==> config.mk <==
export PLATFORM = sky130hd
export DESIGN_NAME = hwl_ctrl
export DESIGN_NICKNAME = d
export VERILOG_FILES = /design/src/rtl/hwl_pkg.sv /design/src/rtl/hwl_do_unit.sv /design/src/rtl/hwl_rep_unit.sv /design/src/rtl/hwl_irq_gate.sv /design/src/rtl/hwl_ctrl.sv
export SDC_FILE = /design/constraint.sdc
export NUM_CORES = 1
export LEC_CHECK = 0
export BUFFER_PORTS_ARGS = -buffer_cell sky130_fd_sc_hd__buf_4
export CELL_PAD_IN_SITES_DETAIL_PLACEMENT = 0
export CELL_PAD_IN_SITES_GLOBAL_PLACEMENT = 1
export CORE_ASPECT_RATIO = 1.4
export CORE_MARGIN = 2
export CORE_UTILIZATION = 44
export CTS_CLUSTER_DIAMETER = 150
export CTS_CLUSTER_SIZE = 30
export DETAILED_ROUTE_END_ITERATION = 6
export PLACE_DENSITY = 0.95
export SYNTH_ARGS = -nofsm -noshare
export SYNTH_HDL_FRONTEND = slang
export SYNTH_SLANG_ARGS = --single-unit
==> constraint.sdc <==
create_clock -name clk_i -period 5.56 [get_ports clk_i]
set_clock_uncertainty 0.05 [all_clocks]
set_input_delay 0.556 -clock clk_i [delete_from_list [all_inputs] [get_ports clk_i]]
set_output_delay 0.556 -clock clk_i [all_outputs]
set_load 0.03 [all_outputs]
==> src/rtl/hwl_pkg.sv <==
package hwl_pkg;
  typedef enum logic [1:0] {
    NPC_SEQ  = 2'd0,
    NPC_LOOP = 2'd1,
    NPC_SKIP = 2'd2
  } npc_sel_e;
endpackage

==> src/rtl/hwl_do_unit.sv <==
module hwl_do_unit
  import hwl_pkg::*;
#(
  parameter int AW = 16,
  parameter int CW = 16
) (
  input  logic          clk_i,
  input  logic          rst_ni,
  input  logic          valid_i,
  input  logic [AW-1:0] pc_i,
  input  logic          in_isr_i,
  input  logic          hold_i,
  input  logic          start_i,
  input  logic [CW-1:0] count_i,
  input  logic [AW-1:0] end_i,
  output npc_sel_e      sel_o,
  output logic [AW-1:0] target_o,
  output logic          active_o
);
  localparam logic [AW-1:0] ADDR_ONE = AW'(1);
  localparam logic [CW-1:0] CNT_ONE  = CW'(1);

  logic          act_q;
  logic [AW-1:0] start_q, end_q;
  logic [CW-1:0] cnt_q;
  logic          do_go, zero_cnt, at_end, more;

  assign do_go    = start_i & valid_i & ~in_isr_i;
  assign zero_cnt = (count_i == '0);
  // end match counts only on the last repetition and outside service
  assign at_end   = act_q & valid_i & ~hold_i & ~in_isr_i & ~do_go & (pc_i == end_q);
  assign more     = (cnt_q > CNT_ONE);

  always_comb begin
    sel_o    = NPC_SEQ;
    target_o = pc_i + ADDR_ONE;
    if (do_go && zero_cnt) begin
      sel_o    = NPC_SKIP;
      target_o = end_i + ADDR_ONE;
    end else if (at_end && more) begin
      sel_o    = NPC_LOOP;
      target_o = start_q;
    end
  end

  always_ff @(posedge clk_i or negedge rst_ni) begin
    if (!rst_ni) begin
      act_q   <= 1'b0;
      start_q <= '0;
      end_q   <= '0;
      cnt_q   <= '0;
    end else if (do_go) begin
      if (!zero_cnt) begin
        act_q   <= 1'b1;
        start_q <= pc_i + ADDR_ONE;
        end_q   <= end_i;
        cnt_q   <= count_i;
      end
    end else if (at_end) begin
      if (more) cnt_q <= cnt_q - CNT_ONE;
      else      act_q <= 1'b0;
    end
  end

  assign active_o = act_q;
endmodule

==> src/rtl/hwl_rep_unit.sv <==
module hwl_rep_unit #(
  parameter int CW = 16
) (
  input  logic          clk_i,
  input  logic          rst_ni,
  input  logic          valid_i,
  input  logic          go_i,
  input  logic [CW-1:0] count_i,
  output logic          hold_o,
  output logic          busy_o,
  output logic          active_o
);
  localparam logic [CW-1:0] CNT_ONE = CW'(1);

  logic [CW-1:0] cnt_q;

  assign busy_o   = (cnt_q > CNT_ONE);
  assign hold_o   = valid_i & busy_o;
  assign active_o = (cnt_q != '0);

  always_ff @(posedge clk_i or negedge rst_ni) begin
    if (!rst_ni)                cnt_q <= '0;
    else if (go_i)              cnt_q <= count_i;
    else if (valid_i && active_o) cnt_q <= cnt_q - CNT_ONE;
  end
endmodule

==> src/rtl/hwl_irq_gate.sv <==
module hwl_irq_gate (
  input  logic clk_i,
  input  logic rst_ni,
  input  logic req_i,
  input  logic ret_i,
  input  logic block_i,
  output logic take_o,
  output logic in_isr_o
);
  logic in_isr_q;

  assign take_o   = req_i & ~in_isr_q & ~block_i;
  assign in_isr_o = in_isr_q;

  always_ff @(posedge clk_i or negedge rst_ni) begin
    if (!rst_ni)     in_isr_q <= 1'b0;
    else if (take_o) in_isr_q <= 1'b1;
    else if (ret_i)  in_isr_q <= 1'b0;
  end
endmodule

==> src/rtl/hwl_ctrl.sv <==
module hwl_ctrl
  import hwl_pkg::*;
#(
  parameter int AW = 16,
  parameter int CW = 16
) (
  input  logic          clk_i,
  input  logic          rst_ni,
  input  logic          valid_i,
  input  logic [AW-1:0] pc_i,
  input  logic          do_start_i,
  input  logic [CW-1:0] do_count_i,
  input  logic [AW-1:0] do_end_i,
  input  logic          rep_start_i,
  input  logic [CW-1:0] rep_count_i,
  input  logic          irq_req_i,
  input  logic          irq_ret_i,
  output logic [1:0]    npc_sel_o,
  output logic [AW-1:0] target_o,
  output logic          fetch_hold_o,
  output logic          do_active_o,
  output logic          rep_active_o,
  output logic          irq_take_o
);
  npc_sel_e sel;
  logic     rep_go, rep_busy, in_isr;

  // loop command wins over repeat in the same cycle
  assign rep_go = rep_start_i & valid_i & ~do_start_i;

  hwl_rep_unit #(.CW(CW)) u_rep (
    .clk_i    (clk_i),
    .rst_ni   (rst_ni),
    .valid_i  (valid_i),
    .go_i     (rep_go),
    .count_i  (rep_count_i),
    .hold_o   (fetch_hold_o),
    .busy_o   (rep_busy),
    .active_o (rep_active_o)
  );

  hwl_irq_gate u_irq (
    .clk_i    (clk_i),
    .rst_ni   (rst_ni),
    .req_i    (irq_req_i),
    .ret_i    (irq_ret_i),
    .block_i  (rep_go | rep_busy),
    .take_o   (irq_take_o),
    .in_isr_o (in_isr)
  );

  hwl_do_unit #(.AW(AW), .CW(CW)) u_do (
    .clk_i    (clk_i),
    .rst_ni   (rst_ni),
    .valid_i  (valid_i),
    .pc_i     (pc_i),
    .in_isr_i (in_isr),
    .hold_i   (fetch_hold_o),
    .start_i  (do_start_i),
    .count_i  (do_count_i),
    .end_i    (do_end_i),
    .sel_o    (sel),
    .target_o (target_o),
    .active_o (do_active_o)
  );

  assign npc_sel_o = sel;
endmodule

==> results of run 1 <==
-- report_power, final --
part / total, mW / internal, mW / switching [mW] / leakage (nW)
Combinational: 0.345 / 0.157 / 0.188 / 1.38
Sequential: 0.637 / 0.560 / 0.0766 / 0.776
Clock: 0.559 / 0.355 / 0.204 / 0.142
-- sequential cells by signal (all words and copies together) (netlist names) --
register        count
u_do.active_o       1
u_do.cnt_q         16
u_irq.in_isr_o      1
u_do.start_q       16
u_do.end_q         16
u_rep.cnt_q        16
-- area by class of cell --
class | instances | area [um^2]
clock buffers | 12 | 246
clock inverters | 3 | 40.0
fillers | 900 | 4120
inverters | 10 | 37.5
multi-input cells | 419 | 2530
flip-flops and latches | 66 | 1650
well taps | 132 | 165
repair buffers | 96 | 721
-- metal layers --
metal	global-route usage, %	routed length (um)
met5	0	0
met1	30.6	5000
met4	9.71	282
met3	2.79	597
met2	39.4	6030
-- through the flow --
stage | hold WS (ns) | power (mW) | instances | util (%)
3_5_place_dp | 0.422 | 0.985 | 723 | 53.7
4_1_cts | 0.327 | 1.55 | 738 | 56.7
5_1_grt | 0.357 | 1.62 | 738 | 56.7
3_3_place_gp | 0.412 | 0.970 | 723 | 53.7
2_1_floorplan | 0.210 | 0.847 | 519 | -
6_report | 0.281 | 1.54 | 738 | 56.7
-- worst max-delay path: cells and delay by family (launching register included) --
family	cells	cell delay [ns]
flip-flops	1	0.41
AO/OA/AOI/OAI	3	0.74
AND/OR/NAND/NOR	3	1.63
buffers and inverters	1	0.18
-- worst max path at each step --
stage / startpoint / endpoint / slack [ns]
after floorplan: pc_i[7] / target_o[10] / 2.15
after global placement: do_start_i / target_o[0] / 1.76
after detailed placement: do_start_i / target_o[0] / 1.79
after CTS: u_rep.cnt_q[4]$_DFFE_PN0P_ / target_o[0] / 1.67
after global routing: u_rep.cnt_q[4]$_DFFE_PN0P_ / target_o[7] / 1.43
final: u_rep.cnt_q[4]$_DFFE_PN0P_ / target_o[0] / 1.66
-- Yosys cell counts (2+ instances only) --
library cell	instances	area share, %
a211oi_1	2	0.35
dfrtp_1	66	38
inv_1	10	0.87
clkbuf_1	19	1.7
nand2_1	93	8.1
a221o_1	3	0.70
o21ai_1	13	1.5
a31oi_1	2	0.29
o31ai_1	2	0.35
o211ai_1	4	0.70
nand4_1	13	1.9
nor2_1	44	3.8
nor4_2	2	0.58
nand2b_1	2	0.29
ha_1	7	2.0
mux2_2	2	0.52
and3_1	9	1.3
a22oi_1	14	2.4
and2_1	3	0.43
xnor2_1	34	6.9
or4_1	7	1.2
o311a_1	4	0.93
o21ai_0	27	3.1
o22ai_1	3	0.43
or3_1	5	0.72
xor2_1	24	4.9
a311o_1	2	0.46
nor4_1	8	1.2
nor3_1	16	1.9
and4_1	3	0.61
buf_2	2	0.23
a21oi_1	24	2.8
nand3_1	24	2.8
-- cell families (layout without fill, tap and decap cells) --
kind of cell               Yosys count  count (layout)  share of synthesized area [%]
DFF                                 66              66                           38.3
AOI/OAI and AO/OA                  114             114                           17.2
muxes                                2               2                          0.522
adders and majority gates            7               7                           2.03
xor gates and xnor gates            58              58                           11.8
buffers and inverters               34             121                           3.28
and+or+nand+nor                    238             238                           27.0
==> flow_summary_export.csv, run 1 <==
group,metric,value,unit
sta,drv_slew,0,
yosys,synth-seq-cells,66,
yosys,ys_types,59,
final_layout,drive_gt1_share,19.6,%
setup_path,path_cells,"nor4_2 -> nand2_1 -> o21a_1 -> nor4_4 -> a21oi_1 -> o21ai_1 -> buf_4",
clock_tree,clock-root-buffer,"clkbuf_16",
die,die_w,87.7,um
sta,fin_crit_sh,70.2,%
die,die-area,10600,um^2
final_layout,nets,680,
setup_path,rrSetupSlack,2.39,ns
power_and_ir_drop,p_leak,2.30,nW
clock_tree,cts.path.max_buffers,2,
setup_path,rr_worst_depth,6,
setup_path,cp_data_required_time,4.95,ns
global_routing,first_global_vias,4032,
sta,setup_tns,0,ns
clock_tree,post_cts_resized,0,
yosys,yosysWarningCount,0,
global_routing,overflow,0,
final_layout,antenna_cells,0,
detailed_routing,drc_errors,0,
die,pin_count,93,
clock_tree,ctsHoldBuffers,0,
yosys,syn_inst,519,
min_path,hp-class,"input pin to asynchronous set/reset pin",
setup_path,cp.arrival,3.30,ns
final_layout,area_growth,25.0,%
sta,period_minus_slack,3.90,ns
clock_tree,clk_pin_slew_worst_paths,0.06,ns
yosys,synthFlopType,"dfrtp_1",
clock_tree,clock-sinks,66,
setup_path,reg2reg_to,"u_do.cnt_q[0]$_DFFE_PN0P_",
detailed_routing,vias,4144,
final_layout,finalInstanceArea,5390,um^2
yosys,synth_fp_nets,597,
setup_path,r2r_start,"u_do.cnt_q[5]$_DFFE_PN0P_",
detailed_routing,post_drt_wl_per_cell,16.1,um
yosys,seq_area_frac_synth,38.3,%
sta,setup_violations,0,
place,hpwlAfterDp,8700,um
setup_path,cp_max_fo,19,
global_routing,antenna_found_initial,0,
clock_tree,cts_htree_levels,3,
setup_path,slowest_delay,0.95,ns
power_and_ir_drop,p_per_area,286,nW/um^2
place,dp_slack,1.79,ns
clock_tree,cts_tree,"done",
global_routing,grt_pass1_wl,19600,um
setup_path,path_class,"flop to output pin",
yosys,synth_area,4320,um^2
detailed_routing,dr.pass1.iters,5,
clock_tree,cts_buffers,9,
place,portBuffers,92,
sta,slew-limit-headroom,29.8,%
die,start_util,45.4,%
status,status,"complete, no violations",
clock_tree,worstSkewPairLatency,0.34,ns
sta,tightestPinTransition,1.04,ns
power_and_ir_drop,irDropWorstVdd,0.200,mV
die,core,9510,um^2
final_layout,final_common_cell,"buf_4",
flow_run,maxCapViolCount,0,
place,placed_cell_area,5110,um^2
yosys,synth-async-reset-ratio,100,%
detailed_routing,avgViaCountPerCell,5.62,
detailed_routing,wl,11900,um
setup_path,critPathSlowestCell,"nor4_4",
detailed_routing,dr.first_iter.drc_count,232,
sta,rsz0062_at_grt,"no",
setup_path,end_kind,"output pin",
global_routing,grt_max_degree,67,
yosys,avgSynthCellArea,8.31,um^2
place,gp_congestion,0.836,
sta,final_hold_viol_count,0,
detailed_routing,drtAntennaViolNets,0,
final_layout,layout_common_cells,"buf_4, nand2_1, dfrtp_1",
setup_path,start_kind,"flop",
die,die_h,121,um
sta,setup_ws,1.66,ns
global_routing,grt_usage,23.6,%
yosys,synth_edf_count,0,
clock_tree,cts_setup_buffers,0,
sta,timing.fmax,0.256,GHz
die,fp-row-count,42,
No activity file was read; power rests on OpenSTA's default activity.
==> inputs of run 2 (changes only) <==
--- a/config.mk
+++ b/config.mk
@@ -5,16 +5,17 @@
 export SDC_FILE = /design/constraint.sdc
 export NUM_CORES = 1
 export LEC_CHECK = 0
+export ABC_AREA = 1
 export BUFFER_PORTS_ARGS = -buffer_cell sky130_fd_sc_hd__buf_4
 export CELL_PAD_IN_SITES_DETAIL_PLACEMENT = 0
 export CELL_PAD_IN_SITES_GLOBAL_PLACEMENT = 1
 export CORE_ASPECT_RATIO = 1.4
 export CORE_MARGIN = 2
-export CORE_UTILIZATION = 44
+export CORE_UTILIZATION = 36
 export CTS_CLUSTER_DIAMETER = 150
 export CTS_CLUSTER_SIZE = 30
 export DETAILED_ROUTE_END_ITERATION = 6
-export PLACE_DENSITY = 0.95
+export PLACE_DENSITY = 0.88
 export SYNTH_ARGS = -nofsm -noshare
 export SYNTH_HDL_FRONTEND = slang
 export SYNTH_SLANG_ARGS = --single-unit
==> constraint.sdc (replaced) <==
create_clock -name clk_i -period 3.2 [get_ports clk_i]
set_clock_uncertainty 0.05 [all_clocks]
set_input_delay 0.32 -clock clk_i [delete_from_list [all_inputs] [get_ports clk_i]]
set_output_delay 0.32 -clock clk_i [all_outputs]
set_load 0.03 [all_outputs]
==> run 2 against run 1 <==
  * Final area grew 16%
  * Sequential power increased by 87%
  * Global-route usage down 1.0 points
  * Synthesized cell count up 55%
  * Die area rose by 42%
  * Final cell count grew 46%
  * Non-clock buffer count up 4
  * Worst hold slack lost 0.22 ns
  * Critical path depth up 3
  * Largest cell class unchanged
  * Highest routed layer unchanged
==> flow_summary_export.csv, run 2 <==
group,metric,value,unit
die,core,13800,um^2
place,hpwlAfterDp,12500,um
min_path,hp-class,"input pin to asynchronous set/reset pin",
final_layout,drive_gt1_share,14.6,%
final_layout,fin_cells,1081,
clock_tree,worstSkewPairLatency,0.34,ns
sta,tightestPinTransition,0.897,ns
yosys,avgSynthCellArea,6.30,um^2
clock_tree,cts_buffers,9,
sta,timing.fmax,0.342,GHz
place,dp_slack,0.533,ns
status,status,"complete, no violations",
yosys,synth_edf_count,0,
final_layout,multiInputGateArea,2910,um^2
power_and_ir_drop,p_leak,3.19,nW
place,gp_congestion,0.903,
sta,setup_ws,0.272,ns
sta,setup_tns,0,ns
yosys,synth-async-reset-ratio,100,%
yosys,ys_types,37,
yosys,seq_area_frac_synth,32.6,%
final_layout,nets,969,
yosys,synth_fp_nets,882,
power_and_ir_drop,netSwitchingFraction,35.6,%
final_layout,antenna_cells,0,
clock_tree,cts_htree_levels,3,
final_layout,ff_latch_area,1650,um^2
clock_tree,ctsHoldBuffers,0,
power_and_ir_drop,pwr-share-seq,36.3,%
sta,setup_violations,0,
sta,drv_slew,0,
yosys,netlist.area_leader.share,32.6,%
sta,period_minus_slack,2.93,ns
detailed_routing,dr.pass1.iters,7,
setup_path,cp.arrival,2.56,ns
clock_tree,cts_tree,"done",
die,start_util,36.6,%
die,die_w,104,um
yosys,yosysMostFrequentCell,"nand2_1",
power_and_ir_drop,p_per_area,524,nW/um^2
global_routing,grt_usage,22.6,%
sta,fin_crit_sh,91.5,%
die,die-area,15100,um^2
detailed_routing,avgViaCountPerCell,4.98,
global_routing,antenna_found_initial,0,
final_layout,final_common_cell,"nand2_1",
flow_run,maxCapViolCount,0,
power_and_ir_drop,irDropWorstVdd,0.211,mV
yosys,yosysWarningCount,0,
detailed_routing,wl,16400,um
yosys,synth_common_cells,"nand2_1, inv_1, nor2_1",
detailed_routing,post_drt_wl_per_cell,15.1,um
final_layout,post-route-util,45.2,%
detailed_routing,dr.first_iter.drc_count,253,
global_routing,overflow,0,
setup_path,end_kind,"output pin",
final_layout,n_fill_cell,1540,
sta,rsz0062_at_grt,"no",
power_and_ir_drop,combPwrFrac,30.9,%
setup_path,cp_data_required_time,2.83,ns
detailed_routing,vias,5380,
clock_tree,post_cts_resized,0,
sta,slew-limit-headroom,40.2,%
clock_tree,clock-sinks,66,
power_and_ir_drop,p_int,2.11,mW
final_layout,layout_common_cells,"nand2_1, inv_1, buf_4",
yosys,synth_area_leaders,"dfrtp_1, nand2_1, inv_1",
final_layout,area_growth,23.5,%
setup_path,path_class,"flop to output pin",
place,placed_cells,1065,
power_and_ir_drop,pwr-share-clk,32.8,%
yosys,synth-seq-cells,66,
die,fp-row-count,51,
clock_tree,cts_setup_buffers,0,
clock_tree,clock-root-buffer,"clkbuf_16",
yosys,synth_area,5070,um^2
global_routing,grt_max_degree,67,
die,pin_count,93,
clock_tree,cts.path.max_buffers,2,
power_and_ir_drop,p_switching,1.17,mW
sta,final_hold_viol_count,0,
yosys,syn_inst,804,
setup_path,start_kind,"flop",
yosys,synthFlopType,"dfrtp_1",
clock_tree,clk_pin_slew_worst_paths,0.06,ns
power_and_ir_drop,power.total,3.28,mW
setup_path,cp_max_fo,16,
yosys,yosysTopAreaCell,"dfrtp_1",
die,die_h,144,um
place,portBuffers,92,
detailed_routing,drtAntennaViolNets,0,
global_routing,first_global_vias,5489,
global_routing,grt_pass1_wl,26600,um
detailed_routing,drc_errors,0,
[run 2: cell count changes in the layout (fill, tap and decap cells not counted), sizes merged, moves of 8 or more]
cell / before / now
xnor2: 34 / 8
inv: 10 / 102
a22oi: 14 / 0
nor2: 44 / 91
a21oi: 24 / 8
nand3: 24 / 71
or4: 8 / 0
nand4: 13 / 27
and3: 9 / 1
nand2: 93 / 270
o21ai: 40 / 66
[run 2: per-stage QoR]
step	cell area, um^2	hold WS (ns)
floorplan	5070	-0.0256
global placement	5930	0.408
detailed placement	5930	0.409
CTS	6250	0.0967
global route	6250	0.112
finish	6250	0.0583
[run 2: metal layers]
layer	global-route usage (%)	routed length [um]	vias to the layer above
met5	0	0	-
met4	7.68	320	0
met3	3.33	523	22
met2	44.2	8950	112
met1	24.6	6580	2495
li1	-	-	2751
[run 2: worst max-delay path: stages, from the launching register on]
cell and delay (ns):
dfrtp_1 0.41, nor2_1 0.25, nand2_1 0.09, nor2_1 0.23, nand3_1 0.17, nand2_1 0.19, nand4_4 0.33, nand2_1 0.20
nand3_1 0.09, nand2_1 0.09, buf_4 0.15
[run 2: kinds of logic after synthesis]
logic type      synth area share (%)
compound gates                  9.39
xor+xnor                        5.01
fa+ha+maj                       1.73
buf+inv                         9.93
flops                           32.6
simple gates                    41.3
[run 2: cell type report]
| class | count | area share, % |
|---|---|---|
| flip-flops and latches | 66 | 26.4 |
| clock inverters | 5 | 1.24 |
| clock buffers | 11 | 3.88 |
| multi-input cells | 611 | 46.6 |
| well taps | 185 | 3.70 |
| inverters | 103 | 6.18 |
| repair buffers | 100 | 12.0 |
[run 2: worst paths after layout]
check | start | endpoint | slack [ns] | cells past startpoint
setup / recovery | u_rep.cnt_q[9]$_DFFE_PN0P_ | target_o[15] | 0.27 | 10
hold / removal | rst_ni | u_do.start_q[7]$_DFFE_PN0P_ | 0.06 | 1
setup reg to reg | u_rep.cnt_q[9]$_DFFE_PN0P_ | u_do.cnt_q[6]$_DFFE_PN0P_ | 0.71 | 11
hold reg to reg | u_do.cnt_q[1]$_DFFE_PN0P_ | u_do.cnt_q[1]$_DFFE_PN0P_ | 0.42 | 2
max in group asynchronous | rst_ni | u_do.cnt_q[6]$_DFFE_PN0P_ | 2.46 | 1
min in group clk_i | irq_ret_i | u_irq.in_isr_o$_DFFE_PN0P_ | 0.12 | 2
[run 2: power groups by stage]
stage               logic [mW]  registers [mW]  clock network, mW
floorplan                0.734            1.15                  0
global placement          1.00            1.20                  0
detailed placement        1.01            1.20                  0
CTS                       1.02            1.19               1.09
global route              1.18            1.22               1.13
finish                    1.01            1.19               1.08
==> inputs of run 3 (changes only) <==
--- a/config.mk
+++ b/config.mk
@@ -11,11 +11,12 @@
 export CELL_PAD_IN_SITES_GLOBAL_PLACEMENT = 1
 export CORE_ASPECT_RATIO = 1.4
 export CORE_MARGIN = 2
-export CORE_UTILIZATION = 36
+export CORE_UTILIZATION = 42
 export CTS_CLUSTER_DIAMETER = 150
 export CTS_CLUSTER_SIZE = 30
 export DETAILED_ROUTE_END_ITERATION = 6
-export PLACE_DENSITY = 0.88
+export PLACE_DENSITY = 0.95
+export SKIP_CTS_REPAIR_TIMING = 1
 export SYNTH_ARGS = -nofsm -noshare
 export SYNTH_HDL_FRONTEND = slang
 export SYNTH_SLANG_ARGS = --single-unit
==> constraint.sdc (replaced) <==
create_clock -name clk_i -period 3.5 [get_ports clk_i]
set_clock_uncertainty 0.05 [all_clocks]
set_input_delay 0.35 -clock clk_i [delete_from_list [all_inputs] [get_ports clk_i]]
set_output_delay 0.35 -clock clk_i [all_outputs]
set_load 0.03 [all_outputs]
==> run 3 against run 2 <==
  * Clock power fell by 20%
  * Via count fell by 0.45%
  * Sequential power fell by 8%
  * First-iteration DRC count rose by 37%
  * Core utilization rose by 7.0 points
  * Worst hold slack improved by 0.025 ns
  * Final cell count fell by 3.5%
  * Non-clock buffer count did not move
  * Final area fell by 1.3%
  * Register-to-register slack improved by 0.51 ns
  * Largest cell class unchanged
==> flow_summary_export.csv, run 3 (synthesis results as in run 2) <==
group,metric,value,unit
status,status,"complete, no violations",
detailed_routing,dr.first_iter.drc_count,347,
final_layout,final_common_cell,"nand2_1",
power_and_ir_drop,combPwrFrac,32.2,%
setup_path,slowest_delay,0.40,ns
place,placed_cell_area,5890,um^2
final_layout,n_fill_cell,1227,
min_path,hp-class,"input pin to asynchronous set/reset pin",
setup_path,critical_path.top_delay_family,"simple AND/OR/NAND/NOR gates",
sta,rsz0062_at_grt,"no",
clock_tree,cts_tree,"done",
die,die_w,96.8,um
power_and_ir_drop,p_per_area,466,nW/um^2
place,gp_congestion,0.937,
die,start_util,42.9,%
power_and_ir_drop,pwr-share-seq,37.9,%
setup_path,cp-startpoint,"u_rep.cnt_q[0]$_DFFE_PN0P_",
setup_path,end_kind,"output pin",
sta,drv_slew,0,
power_and_ir_drop,pwr-share-clk,29.9,%
place,portBuffers,92,
setup_path,r2r_start,"u_rep.cnt_q[0]$_DFFE_PN0P_",
power_and_ir_drop,netSwitchingFraction,36.5,%
global_routing,grt_pass1_wl,24900,um
setup_path,path_class,"flop to output pin",
clock_tree,cts.path.max_buffers,2,
setup_path,cp_max_fo,16,
clock_tree,clk_pin_slew_worst_paths,0.06,ns
die,core,11800,um^2
sta,setup_violations,0,
place,hpwlAfterDp,11700,um
setup_path,crit_path_frequent_cell,"nand2_1",
die,die-area,13000,um^2
setup_path,cp.arrival,2.59,ns
power_and_ir_drop,irDropWorstVdd,0.245,mV
setup_path,worst-path-buf-inv,2,
clock_tree,clock-sinks,66,
sta,final_hold_viol_count,0,
setup_path,path_cells,"inv_1 -> ha_1 -> or2_2 -> nand3_1 -> nand2_1 -> nand4_4 -> nand2_1 -> nand3_1 -> nand2_1 -> buf_4",
clock_tree,cts_buffers,9,
global_routing,grt_max_degree,67,
setup_path,rrSetupSlack,1.22,ns
setup_path,critPathCapture,"target_o[9]",
global_routing,grt_usage,23.7,%
final_layout,drive_gt1_share,14.5,%
clock_tree,worstSkewPairLatency,0.33,ns
sta,tightestPinTransition,0.896,ns
setup_path,critPathSlowestCell,"dfrtp_1",
global_routing,overflow,0,
setup_path,start_kind,"flop",
power_and_ir_drop,p_int,1.83,mW
global_routing,first_global_vias,5290,
clock_tree,cts_htree_levels,3,
flow_run,maxCapViolCount,0,
setup_path,reg2reg_to,"u_do.cnt_q[7]$_DFFE_PN0P_",
setup_path,worstSetupPathDepth,10,
detailed_routing,post_drt_wl_per_cell,14.6,um
setup_path,cp_data_required_time,3.10,ns
power_and_ir_drop,p_switching,1.05,mW
detailed_routing,drtAntennaViolNets,0,
power_and_ir_drop,p_leak,3.17,nW
sta,timing.fmax,0.334,GHz
sta,fin_crit_sh,85.5,%
final_layout,layout_common_cells,"nand2_1, inv_1, buf_4",
die,die_h,134,um
die,fp-row-count,47,
final_layout,antenna_cells,0,
sta,slew-limit-headroom,40.2,%
detailed_routing,dr.pass1.iters,5,
final_layout,nets,969,
sta,period_minus_slack,2.99,ns
global_routing,antenna_found_initial,0,
detailed_routing,drc_errors,0,
detailed_routing,vias,5356,
final_layout,area_growth,21.8,%
final_layout,finalInstanceArea,6170,um^2
detailed_routing,wl,15300,um
detailed_routing,avgViaCountPerCell,5.14,
setup_path,rr_worst_depth,10,
die,pin_count,93,
clock_tree,clock-root-buffer,"clkbuf_16",
sta,setup_tns,0,ns
==> run 3: cell count changes in the layout (fill, tap and decap cells not counted), sizes merged <==
cell      before  now
clkbuf        11   14
clkinvlp       1    0
bufinv         2    0
==> run 3: per-stage QoR <==
stage,hold WS [ns],instances,power [mW],util (%),setup WS [ns]
3_3_place_gp,0.406,1027,2.01,49.8,0.881
3_5_place_dp,0.418,1027,2.02,49.8,0.862
2_1_floorplan,0.00441,804,1.72,-,1.17
4_1_cts,0.111,1043,2.88,52.2,0.495
6_report,0.0834,1043,2.88,52.2,0.507
5_1_grt,0.163,1043,3.08,52.2,0.342
==> run 3: routing by layer <==
metal / wire [um] / vias up / global-route usage, %
li1: - / 2743 / -
met1: 6650 / 2445 / 29.6
met2: 7690 / 145 / 42.2
met3: 629 / 23 / 3.60
met4: 288 / 0 / 7.36
met5: 0 / - / 0
==> run 3: power by group through the flow <==
stage               Sequential, mW  Clock (mW)  Combinational [mW]
CTS                           1.08       0.870               0.927
detailed placement            1.09           0               0.923
global route                  1.11       0.908                1.06
finish                        1.09       0.860               0.926
floorplan                     1.05           0               0.671
global placement              1.09           0               0.914
==> run 3: worst min-delay path by stage <==
stage / end / depth (start not counted) / slack, ns
2_1_floorplan: u_do.active_o$_DFFE_PN0P_ / 0 / 0.004
3_3_place_gp: u_do.cnt_q[1]$_DFFE_PN0P_ / 2 / 0.41
3_5_place_dp: u_do.cnt_q[1]$_DFFE_PN0P_ / 2 / 0.42
4_1_cts: u_do.cnt_q[5]$_DFFE_PN0P_ / 1 / 0.11
5_1_grt: u_do.cnt_q[6]$_DFFE_PN0P_ / 1 / 0.16
6_report: u_do.cnt_q[5]$_DFFE_PN0P_ / 1 / 0.08
==> run 3: area by class of cell <==
type | instances | area [um^2] | share of cell area, %
Inverter | 103 | 387 | 6.27
Sequential cell | 66 | 1650 | 26.8
Multi-Input combinational cell | 611 | 2910 | 47.2
Tap cell | 147 | 184 | 2.98
Clock inverter | 2 | 10.0 | 0.162
Timing Repair Buffer | 100 | 751 | 12.2
Clock buffer | 14 | 274 | 4.44
